### src/rtl/pps_pkg.sv
`timescale 1ns/1ps
package pps_pkg;

    typedef enum logic [2:0] {
        PS_OFF            = 3'd0,
        PS_IF_ACTIVE_WAIT = 3'd1,
        PS_POWER_ON       = 3'd2,
        PS_RUNNING        = 3'd3,
        PS_POWER_OFF_WAIT = 3'd4,
        PS_IF_INACTIVE    = 3'd5
    } pps_state_e;

endpackage

### src/rtl/pps_strap_latch.sv
`timescale 1ns/1ps
// Captures the idle-state strap on the first edge after reset release.
module pps_strap_latch (
    input  logic clk,
    input  logic rst_n,
    input  logic strap_in,
    output logic tri_mode
);
    logic armed_q;
    logic strap_q;

    always_ff @(posedge clk or negedge rst_n) begin
        if (!rst_n) begin
            armed_q <= 1'b1;
            strap_q <= 1'b0;
        end else if (armed_q) begin
            armed_q <= 1'b0;
            strap_q <= strap_in;
        end
    end

    // Until capture the pin itself selects the idle state.
    assign tri_mode = armed_q ? strap_in : strap_q;
endmodule

### src/rtl/pps_wait_timer.sv
`timescale 1ns/1ps
// Down counter: loaded on state entry, done when it reaches zero.
module pps_wait_timer #(
    parameter int W = 4
) (
    input  logic         clk,
    input  logic         rst_n,
    input  logic         load,
    input  logic [W-1:0] load_val,
    output logic         done
);
    logic [W-1:0] cnt_q;

    always_ff @(posedge clk or negedge rst_n) begin
        if (!rst_n) begin
            cnt_q <= '0;
        end else if (load) begin
            cnt_q <= load_val;
        end else if (cnt_q != '0) begin
            cnt_q <= cnt_q - 1'b1;
        end
    end

    assign done = (cnt_q == '0);
endmodule

### src/rtl/pps_fsm.sv
`timescale 1ns/1ps
module pps_fsm
    import pps_pkg::*;
#(
    parameter int IF_SETTLE_CYCLES  = 16,
    parameter int PWR_SETTLE_CYCLES = 64,
    parameter int W                 = 7
) (
    input  logic         clk,
    input  logic         rst_n,
    input  logic         want_up,
    input  logic         timer_done,
    output logic         timer_load,
    output logic [W-1:0] timer_val,
    output logic         panel_on,
    output logic         drive_active
);
    localparam logic [W-1:0] IF_LOAD  = W'(IF_SETTLE_CYCLES - 1);
    localparam logic [W-1:0] PWR_LOAD = W'(PWR_SETTLE_CYCLES - 1);

    pps_state_e state_q, state_d;

    // State register
    always_ff @(posedge clk or negedge rst_n) begin
        if (!rst_n) begin
            state_q <= PS_OFF;
        end else begin
            state_q <= state_d;
        end
    end

    // Next state: a started sequence always runs to its end.
    always_comb begin
        state_d = state_q;
        unique case (state_q)
            PS_OFF:            if (want_up)    state_d = PS_IF_ACTIVE_WAIT;
            PS_IF_ACTIVE_WAIT: if (timer_done) state_d = PS_POWER_ON;
            PS_POWER_ON:       if (timer_done) state_d = PS_RUNNING;
            PS_RUNNING:        if (!want_up)   state_d = PS_POWER_OFF_WAIT;
            PS_POWER_OFF_WAIT: if (timer_done) state_d = PS_IF_INACTIVE;
            PS_IF_INACTIVE:    if (timer_done) state_d = PS_OFF;
            default:                           state_d = PS_OFF;
        endcase
    end

    // Settle timer is reloaded on every state change.
    always_comb begin
        timer_load = (state_d != state_q);
        timer_val  = ((state_d == PS_IF_ACTIVE_WAIT) || (state_d == PS_IF_INACTIVE))
                     ? IF_LOAD : PWR_LOAD;
    end

    // Outputs
    always_comb begin
        panel_on     = 1'b0;
        drive_active = 1'b0;
        unique case (state_q)
            PS_OFF:            begin panel_on = 1'b0; drive_active = 1'b0; end
            PS_IF_ACTIVE_WAIT: begin panel_on = 1'b0; drive_active = 1'b1; end
            PS_POWER_ON:       begin panel_on = 1'b1; drive_active = 1'b1; end
            PS_RUNNING:        begin panel_on = 1'b1; drive_active = 1'b1; end
            PS_POWER_OFF_WAIT: begin panel_on = 1'b0; drive_active = 1'b1; end
            PS_IF_INACTIVE:    begin panel_on = 1'b0; drive_active = 1'b0; end
            default:           begin panel_on = 1'b0; drive_active = 1'b0; end
        endcase
    end
endmodule

### src/rtl/lcd_pwr_seq.sv
`timescale 1ns/1ps
module lcd_pwr_seq #(
    parameter int IF_SETTLE_CYCLES  = 16,
    parameter int PWR_SETTLE_CYCLES = 64
) (
    input  logic clk,
    input  logic rst_n,
    input  logic suspend_req,
    input  logic seq_run_a,
    input  logic seq_run_b,
    input  logic timing_running,
    input  logic strap_tristate,
    output logic panel_pwr_n,
    output logic if_oe,
    output logic if_force_low
);
    localparam int MAX_SETTLE = (IF_SETTLE_CYCLES > PWR_SETTLE_CYCLES)
                                ? IF_SETTLE_CYCLES : PWR_SETTLE_CYCLES;
    localparam int TW = (MAX_SETTLE > 1) ? $clog2(MAX_SETTLE) : 1;

    logic          want_up;
    logic          timer_load;
    logic [TW-1:0] timer_val;
    logic          timer_done;
    logic          panel_on;
    logic          drive_active;
    logic          tri_mode;

    assign want_up = !suspend_req && seq_run_a && seq_run_b && timing_running;

    pps_strap_latch u_strap (
        .clk      (clk),
        .rst_n    (rst_n),
        .strap_in (strap_tristate),
        .tri_mode (tri_mode)
    );

    pps_wait_timer #(.W(TW)) u_timer (
        .clk      (clk),
        .rst_n    (rst_n),
        .load     (timer_load),
        .load_val (timer_val),
        .done     (timer_done)
    );

    pps_fsm #(
        .IF_SETTLE_CYCLES  (IF_SETTLE_CYCLES),
        .PWR_SETTLE_CYCLES (PWR_SETTLE_CYCLES),
        .W                 (TW)
    ) u_fsm (
        .clk          (clk),
        .rst_n        (rst_n),
        .want_up      (want_up),
        .timer_done   (timer_done),
        .timer_load   (timer_load),
        .timer_val    (timer_val),
        .panel_on     (panel_on),
        .drive_active (drive_active)
    );

    assign panel_pwr_n  = !panel_on;
    assign if_oe        = drive_active || !tri_mode;
    assign if_force_low = !drive_active && !tri_mode;
endmodule

### config.mk
export PLATFORM = sky130hd
export DESIGN_NAME = lcd_pwr_seq
export DESIGN_NICKNAME = d
export VERILOG_FILES = /design/src/rtl/pps_pkg.sv /design/src/rtl/pps_strap_latch.sv /design/src/rtl/pps_wait_timer.sv /design/src/rtl/pps_fsm.sv /design/src/rtl/lcd_pwr_seq.sv
export SDC_FILE = /design/constraint.sdc
export NUM_CORES = 1
export LEC_CHECK = 0
export ABC_CLOCK_PERIOD_IN_PS = 1550
export BUFFER_PORTS_ARGS = -buffer_cell sky130_fd_sc_hd__buf_4
export CAP_MARGIN = 20
export CELL_PAD_IN_SITES_DETAIL_PLACEMENT = 1
export CELL_PAD_IN_SITES_GLOBAL_PLACEMENT = 2
export CORE_MARGIN = 2
export CORE_UTILIZATION = 30
export DETAILED_ROUTE_END_ITERATION = 7
export PLACE_DENSITY = 0.81
export SYNTH_ARGS = -nofsm -noshare
export SYNTH_HDL_FRONTEND = slang
export SYNTH_SLANG_ARGS = --single-unit
### constraint.sdc
create_clock -name clk -period 1.55 [get_ports clk]
set_input_delay 0.0775 -clock clk [delete_from_list [all_inputs] [get_ports clk]]
set_output_delay 0.0775 -clock clk [all_outputs]
set_load 0.01 [all_outputs]
# ---- Yosys cells after proc, flatten, opt, wreduce, memory -nomap -nowiden
# Index checks and enable logic that the tools add are counted.
dict set report op_classes {
  n_addsub 1
  n_eq_ne 8
  mux 13
  reduce_logical 16
}
# operator count
set ops {}
lappend ops {{3-bit 2-to-1 mux} 6}
lappend ops {{6-bit 2-to-1 mux} 3}
lappend ops {{3-bit case mux with 6 select lines} 1}
lappend ops {{3-bit equality test, second input constant} 3}
lappend ops {{3-bit by 1-bit equality test with 1-bit output, second input constant} 2}
lappend ops {{3-bit by 2-bit equality test with 1-bit output, second input constant} 2}
lappend ops {{6-bit zero test} 1}
lappend ops {{6-bit nonzero test} 1}
lappend ops {{6-bit by 1-bit subtractor with 6-bit output, second input constant} 1}
lappend ops {{1-bit logical AND} 4}
lappend ops {{1-bit zero test} 4}
lappend ops {{4-bit OR reduction} 1}
lappend ops {{3-bit zero test} 1}
lappend ops {{1-bit 2-to-1 mux} 3}
lappend ops {{3-bit inequality test} 1}
lappend ops {{1-bit logical OR} 2}
lappend ops {{2-bit nonzero test} 1}
lappend ops {{2-bit OR reduction} 1}
dict set report totals {
  register_bits 11
  input_bits 7
  output_inout_bits 3
  wordCells 42
}

# ---- Longest topological paths before layout
# Gate-level depths: netlist of the first run.
dict set report logic_depth {
  word_depth 10
  depth_mapped 7
  mapped_depth_nobuf 6
}

# ---- Cells and area by module
# From an unflattened synthesis of the first run, not the netlist that was laid out.
dict set report hier_totals {
  cells_unflattened 87
  hier_area_um2 815.8
}
# module instances cells_per_inst area_per_inst_um2 seq_area_each_um2
set modules_own_cells {}
lappend modules_own_cells {pps_wait_timer 1 40 400.4 150.1}
lappend modules_own_cells {pps_fsm 1 39 321.6 75.1}
lappend modules_own_cells {pps_strap_latch 1 4 70.1 51.3}
lappend modules_own_cells {lcd_pwr_seq 1 4 23.8 0.0}

# ---- Worst setup path before layout of the first run
# No wires, ideal clock.
dict set report synth_path {
  path_kind {reg2reg}
  from {register u_timer.cnt_q[0]}
  to {register u_timer.cnt_q[4]}
  setup_time_ns 0.094
  t_arrival_ns 1.465
  t_required_ns 1.456
  slack_ns -0.009
  stages_incl_launch_ff 8
  path_buffers 1
  synth_period_minus_slack_ns 1.559
  path_cell_list {dfrtp_1 > inv_1 > ha_1 > buf_2 > nor3b_1 > xor2_1 > nor3_1 > a211oi_1}
}
dict set report synth_via {
  elab_chain_len 7
  elab_cells_between_ends 16
  classes_between {add/sub: 1; eq/ne: 3; mux: 8; reduce/logical: 4}
}
# element line
set synth_lines {}
lappend synth_lines {{start: declaration} pps_wait_timer.sv:12} ;# logic [W-1:0] cnt_q;
lappend synth_lines {{start signal: assignment} pps_wait_timer.sv:18} ;# cnt_q <= load_val;
lappend synth_lines {{start signal: assignment} pps_wait_timer.sv:20} ;# cnt_q <= cnt_q - 1'b1;
lappend synth_lines {{6-bit zero test} pps_wait_timer.sv:24} ;# assign done = (cnt_q == '0);
lappend synth_lines {{3-bit 2-to-1 mux (on tied branches)} -}
lappend synth_lines {{3-bit case mux with 6 select lines} pps_fsm.sv:35} ;# unique case (state_q)
lappend synth_lines {{3-bit by 1-bit equality test with 1-bit output or 3-bit equality test (tied branches)} pps_fsm.sv:49} ;# timer_val = ((state_d == PS_IF_ACTIVE_WAIT) || (state_d == PS_IF_INACTIVE))
lappend synth_lines {{1-bit logical OR} pps_fsm.sv:49}
lappend synth_lines {{6-bit 2-to-1 mux} pps_fsm.sv:50} ;# ? IF_LOAD : PWR_LOAD;
lappend synth_lines {{6-bit 2-to-1 mux} pps_wait_timer.sv:17} ;# end else if (load) begin
# Parallel ways exist; a longest one is shown, timed or not. The select of a mux whose other input is x is not followed.
# A chain may end at the register's enable or synchronous reset.

# ---- Worst setup path after layout of the first run
dict set report layout_path {
  from {register u_timer.cnt_q[0]}
  to {register u_timer.cnt_q[1]}
}
dict set report layout_via {
  elab_chain_len 5
  elab_cells_between_ends 12
  classes_between {add/sub: 1; eq/ne: 1; mux: 7; reduce/logical: 3}
}
# element line
set layout_lines {}
lappend layout_lines {{6-bit zero test} pps_wait_timer.sv:24}
lappend layout_lines {{3-bit 2-to-1 mux (on tied branches)} -}
lappend layout_lines {{3-bit case mux with 6 select lines} pps_fsm.sv:35}
lappend layout_lines {{3-bit inequality test} pps_fsm.sv:48} ;# timer_load = (state_d != state_q);
lappend layout_lines {{6-bit 2-to-1 mux or 2-bit nonzero test (tied branches)} -}
# Parallel ways exist; a longest one is shown, timed or not. The select of a mux whose other input is x is not followed.

==> metrics, run 1 <==
outcome=complete, but fails checks; failing checks=negative setup slack; total iterations of the first detailed-routing run=4; Mapped Nets=87; vias=731; number of synthesized flops with an enable pin=0; PD cells=1678 nW/µm²; met2 routed WL=992 µm; met3 WL=21 µm; Cell Rows=17; Period minus WS final=1.556 ns; CP Cell Sequence=inv_2 > ha_4 > and4b_1 > a2111oi_4 > buf_4 > o221ai_2; overall global routing resource usage=0.1600; Num CTS Buffers=3; skew final=0.01340 ns; crit end category=flip-flop; max-cap violation count=0; Net Sw Frac=0.4124; global-route wire length before repair=3.353 mm; CP Depth=6; final period utilization=1.004; final setup TNS=-0.008123 ns; ratio of cells with drive above 1 in the final layout=0.4434; post-synthesis cell count=79; largest net degree at the start of global routing=13; Top Ports=10; Initial Util=0.3244; clock root buffer=clkbuf_4; warning count from the yosys run=0; number of global-route vias before repair=743; WL/cell=14.75 µm; HP Class=input pin to flip-flop; Post-DP HPWL=1.416 mm; drt via density=5.455; TritonCTS Sinks=11; ys async rst share=1.000; fmax=642.7 MHz; peak supply drop=985.9 µV; PnR worst setup slack=-0.005908 ns; Internal=1050 µW; NetSw=736.7 µW; Synth Flop Type=dfrtp_1; Final Setup Violations=2; post-synth top area cell=dfrtp_1; Crit path largest cell delay=0.37 ns; sequential share of the synthesized area=0.3746; GP Congestion=0.7909; RSZ-0062 raised after global routing=true; Die Y=53.61 µm; Yosys cell types=39; Leak=0.0004457 µW; startpoint class of the critical path=flip-flop; critical path type=flip-flop to flip-flop; DR iter-0 viols=4; Port Buffer Count=9; Diodes inserted=0; CP delay by family, top=compound AO/OA/AOI/OAI gates; top sig layer=met4; synth-to-layout area growth=44.24%; routed wire length=1.977 mm; Layout Utilization=0.4678; CP arrival=1.71 ns; latest clock arrival within the worst-skew pair=0.28 ns; CTS tree=yes; synthesized area per cell=9.344 µm²; Final nets=115; top cells by area, synth=dfrtp_1 (34%), and4b_1 (4.1%), nand2_1 (4.1%); Hold Violations, Final=0; CP max stage cell=dfrtp_1; Clock power frac=0.117; Crit path buffers/inverters=2; ANT nets after route=0; clk slew on worst S/H paths=0.09 ns; initial antenna violation count=0; hold path depth=2; Placeable Area=2276 µm²; htree depth=1; drt drc=0; Seq pwr share=0.274; max-slew violation count=0; Logic pwr share=0.610; CP Max Fanout=8; Die X=53.61 µm; full die area=2874 µm²; WL met1=929 µm; worst-case clock buffer depth=2; flops & latches, synth=11; Syn Std Cell Area=738.2 µm²; remaining global-route overflow=0; top cell type's share of synthesized area=0.3390; Required @ worst endpoint=1.71 ns; Worst R2R Path Depth=6; Fin Hold WS=0.09309 ns
## per-stage QoR
stage | setup WS, ns | cell area (µm²) | total power, µW | std cells
final | -0.005908 | 1065 | 1786 | 134
after CTS | 0.006137 | 999.7 | 1627 | 134
after detailed placement | -0.1430 | 928.4 | 1336 | 126
after global routing | -0.08316 | 1065 | 1928 | 134
after global placement | -0.1079 | 928.4 | 1317 | 126
after floorplan | 0.008615 | 743.2 | 976.8 | 79
## final cells by class
class	instances	area, µm²
fill	254	1211
multi-input combinational	59	495.5
sequential	11	276.5
timing repair buffer	28	216.5
tap	28	35.03
clock buffer	4	26.28
inverter	4	15.01
## Yosys cell counts, drive strengths merged, types with 2 or more instances
cell,n
o21ai,5
a2111oi,2
nor2,3
nor3,3
nand2,8
nand3,4
buf,4
o22ai,2
xor2,2
dfrtp,10
o221ai,2
and4b,3
inv,4
xnor2,2
and2,2
a21boi,3
a21oi,2
## placed cells by master, fill, tap and decap left out, drive strengths merged, types with 3 or more instances in the layout
cell,synthesis,layout
buf,4,27
and4b,3,3
a21boi,3,3
nor3,3,3
inv,4,4
o21ai,5,5
nor2,3,3
nand2,8,8
dfrtp,10,10
clkbuf,1,4
nand3,4,4
## cells by family (layout without fill, tap and decap cells)
| kind of cell | Yosys count | after routing | synth area share |
|---|---|---|---|
| simple gates | 30 | 30 | 0.2543 |
| mux | 1 | 1 | 0.01525 |
| xor+xnor | 4 | 4 | 0.04747 |
| fa+ha+maj | 1 | 1 | 0.01695 |
| buf+inv | 9 | 36 | 0.06100 |
| flops | 11 | 11 | 0.3746 |
| other cells | 1 | 1 | 0.005080 |
| compound gates | 22 | 22 | 0.2254 |
## what timing repair did
action                     4_1_cts  5_1_grt
cloned                           0        0
hold endpoints to repair        11        0
hold buffers                     1        0
pin swaps                        4        8
gates resized for setup          3       16
setup buffers                    3        1
setup endpoints to repair        7        8
## metal layers
| metal | vias up | track usage |
|---|---|---|
| met1 | 371 | 0.2215 |
| met4 | 0 | 0.06410 |
| met3 | 4 | 0.008333 |
| met5 | - | 0 |
| li1 | 347 | - |
| met2 | 9 | 0.2613 |
## state kept, by name, summed over array words and instances (netlist names)
signal / cells
u_fsm.state_q: 3
u_strap.armed_q: 1
u_strap.strap_q: 1
u_timer.cnt_q: 6
## path summary, 6_finish.rpt
kind	end	from	slack, ns
setup / recovery	u_timer.cnt_q[1]	u_timer.cnt_q[0]	-0.006
hold / removal	u_strap.strap_q	strap_tristate	0.09
setup reg to reg	u_timer.cnt_q[1]	u_timer.cnt_q[0]	-0.006
hold reg to reg	u_strap.strap_q	u_strap.strap_q	0.53
max in group asynchronous	u_strap.armed_q	rst_n	1.13
min in group asynchronous	u_timer.cnt_q[0]	rst_n	0.17
## power by group through the flow
stage | clock network, µW | registers [µW] | logic (µW)
after detailed placement | 0 | 492 | 844
after global placement | 0 | 487 | 830
after global routing | 230 | 503 | 1190
after CTS | 212 | 479 | 935
final | 208 | 489 | 1090
after floorplan | 0 | 470 | 507
Power figures use the tool's default switching activity.
==> run 2, diff against run 1 <==
==> constraint.sdc (replaced) <==
create_clock -name clk -period 1.55 [get_ports clk]
set_input_delay 0.0775 -clock clk [delete_from_list [all_inputs] [get_ports clk]]
set_output_delay 0.0775 -clock clk [all_outputs]
set_load 0.02 [all_outputs]
==> run 2 against run 1 <==
Compared with the run above:
- the run still ends with negative setup slack left
- clock skew fell by 0.0024 ns
- via count rose by 3.1%
- register-to-register slack barely moved
- global-route usage fell by 0.059 points
- utilization rose by 2.4 points
- non-clock buffer count rose by 5
- count of clock-buffer cells in the layout did not move
- first-iteration DRC count rose by 130%
- final cell count rose by 3.7%
==> metrics, run 2 (synthesized netlist as in run 1, its figures left out) <==
outcome=complete, but fails checks (unchanged); failing checks=negative setup slack (unchanged); Num CTS Buffers=3 (unchanged); multi-input combinational cell area=504.2 µm² (was 495.5 µm²); htree depth=1 (unchanged); total iterations of the first detailed-routing run=4 (unchanged); max-slew violation count=0 (unchanged); HP Class=input pin to flip-flop (unchanged); PD cells=1757 nW/µm² (was 1678 nW/µm²); Reg-to-Reg End=u_timer.cnt_q[1] (unchanged); design area=1120 µm² (was 1065 µm²); latest clock arrival within the worst-skew pair=0.28 ns (about the same); max-cap violation count=0 (unchanged); max reg flops=6 (unchanged); worst-case clock buffer depth=2 (unchanged); most common cell after layout, fill and taps aside=buf_4 (unchanged); CP arrival=1.72 ns (was 1.71 ns); CP max stage cell=dfrtp_1 (unchanged); Die X=53.61 µm (unchanged); overall global routing resource usage=0.1594 (was 0.1600); Period minus WS final=1.558 ns (was 1.556 ns); Initial Util=0.3244 (unchanged); CTS tree=yes (unchanged); Port Buffer Count=9 (unchanged); RSZ-0062 raised after global routing=true (unchanged); clock root buffer=clkbuf_4 (unchanged); TritonCTS Sinks=11 (unchanged); Hold Violations, Final=0 (unchanged); peak supply drop=1094 µV (was 985.9 µV); Post-DP HPWL=1.416 mm (unchanged); overall power=1968 µW (was 1786 µW); ANT nets after route=0 (unchanged); critical path type=flip-flop to flip-flop (unchanged); Die Y=53.61 µm (unchanged); PnR worst setup slack=-0.007800 ns (was -0.005908 ns); full die area=2874 µm² (unchanged); vias=754 (was 731); GP Congestion=0.7909 (unchanged); drt via density=5.424 (was 5.455); DP Area=928.4 µm² (unchanged); Cell Rows=17 (unchanged); Required @ worst endpoint=1.71 ns (about the same); Leak=0.0004703 µW (was 0.0004457 µW); fmax=641.9 MHz (was 642.7 MHz); routed wire length=2.255 mm (was 1.977 mm); Crit Reg-Reg Startpoint=u_timer.cnt_q[0] (unchanged); Final nets=120 (was 115); skew final=0.01096 ns (was 0.01340 ns); CP Cell Sequence=inv_2 > ha_4 > and4b_1 > a2111oi_4 > buf_4 > o221ai_2 (unchanged); Place WS=-0.1430 ns (unchanged); crit end category=flip-flop (unchanged); hold path endpoint=u_strap.strap_q (unchanged); Worst R2R Path Depth=6 (unchanged); Reg area=277.8 µm² (was 276.5 µm²); final setup TNS=-0.01108 ns (was -0.008123 ns); largest net degree at the start of global routing=13 (unchanged); global-route wire length before repair=3.339 mm (was 3.353 mm); WL/cell=16.22 µm (was 14.75 µm); DR iter-0 viols=9 (was 4); Placeable Area=2276 µm² (unchanged); startpoint class of the critical path=flip-flop (unchanged); r2r setup slk=-0.008 ns (was -0.006 ns); hold path depth=2 (unchanged); Final Setup Violations=2 (unchanged); FILL cells=260 (was 254); most frequent cells in the layout=buf_4 (29), dfrtp_1 (9), nand2_1 (7), nand3_1 (4) (was buf_4 (26), dfrtp_1 (10), nand2_1 (7), nand3_1 (4)); drt drc=0 (unchanged); initial antenna violation count=0 (unchanged); largest register by flop count=u_timer.cnt_q (unchanged); remaining global-route overflow=0 (unchanged); final period utilization=1.005 (was 1.004); synth-to-layout area growth=51.69% (was 44.24%); Hold Startpoint=strap_tristate (unchanged); Regs by FF count=u_timer.cnt_q x6, u_fsm.state_q x3 (unchanged); clk slew on worst S/H paths=0.08 ns (was 0.09 ns); Diodes inserted=0 (unchanged); CP Max Fanout=6 (was 8); Top Ports=10 (unchanged); ratio of cells with drive above 1 in the final layout=0.5045 (was 0.4434); Layout Utilization=0.4920 (was 0.4678); Crit path largest cell delay=0.38 ns (was 0.37 ns); number of global-route vias before repair=737 (was 743)
run 2: cell count changes in the layout (fill, tap and decap cells not counted), sizes merged:
cell	delta
buf	+5
run 2: power breakdown:
part	internal, µW	switching [µW]
Combinational	661	600
Clock	99.9	112
Sequential	382	112
run 2: worst max-delay path by stage:
| stage | slack (ns) | from | to |
|---|---|---|---|
| 6_report | -0.008 | u_timer.cnt_q[0] | u_timer.cnt_q[1] |
| 5_1_grt | -0.08 | u_timer.cnt_q[3] | u_timer.cnt_q[2] |
| 4_1_cts | -0.02 | u_timer.cnt_q[0] | u_timer.cnt_q[4] |
| 3_5_place_dp | -0.14 | u_timer.cnt_q[0] | u_timer.cnt_q[4] |
| 3_3_place_gp | -0.11 | u_timer.cnt_q[0] | u_timer.cnt_q[1] |
| 2_1_floorplan | 0.009 | u_timer.cnt_q[0] | u_timer.cnt_q[3] |
run 2: routing by layer:
layer / GRT usage / share of wire / wire [µm] / up-vias
li1: - / - / - / 354
met1: 0.2215 / 0.44 / 1003 / 380
met2: 0.2593 / 0.52 / 1169 / 13
met3: 0.008333 / 0.016 / 37 / 7
met4: 0.06410 / 0.020 / 46 / 0
met5: 0 / 0 / 0 / -
run 2: worst max-delay path, delay by kind of cell (launching register included):
family | cells | cell delay [ns]
compound gates | 2 | 0.41
fa+ha+maj | 1 | 0.17
buf+inv | 2 | 0.26
flops | 1 | 0.38
simple gates | 1 | 0.21
run 2: area by class of cell:
type | instances | area share
repair buffers | 33 | 0.2335
multi-input cells | 59 | 0.4503
inverters | 4 | 0.01341
well taps | 28 | 0.03129
clock buffers | 4 | 0.02346
flip-flops and latches | 11 | 0.2480
run 2: stage by stage:
| stage | cells | hold WS (ns) |
|---|---|---|
| final | 139 | 0.08782 |
| after global routing | 139 | 0.09339 |
| after CTS | 133 | 0.07598 |
| after detailed placement | 126 | -0.07569 |
| after global placement | 126 | -0.07542 |
| after floorplan | 79 | -0.2181 |
run 2: repair_timing:
action                                 4_1_cts  5_1_grt
buffers inserted                             2        8
hold buffers                                 1        0
endpoints found under the hold margin       11        0
gates resized for setup                      3       25
setup endpoints to repair                    7        9
gates cloned                                 0        0
pin swaps                                    2       12
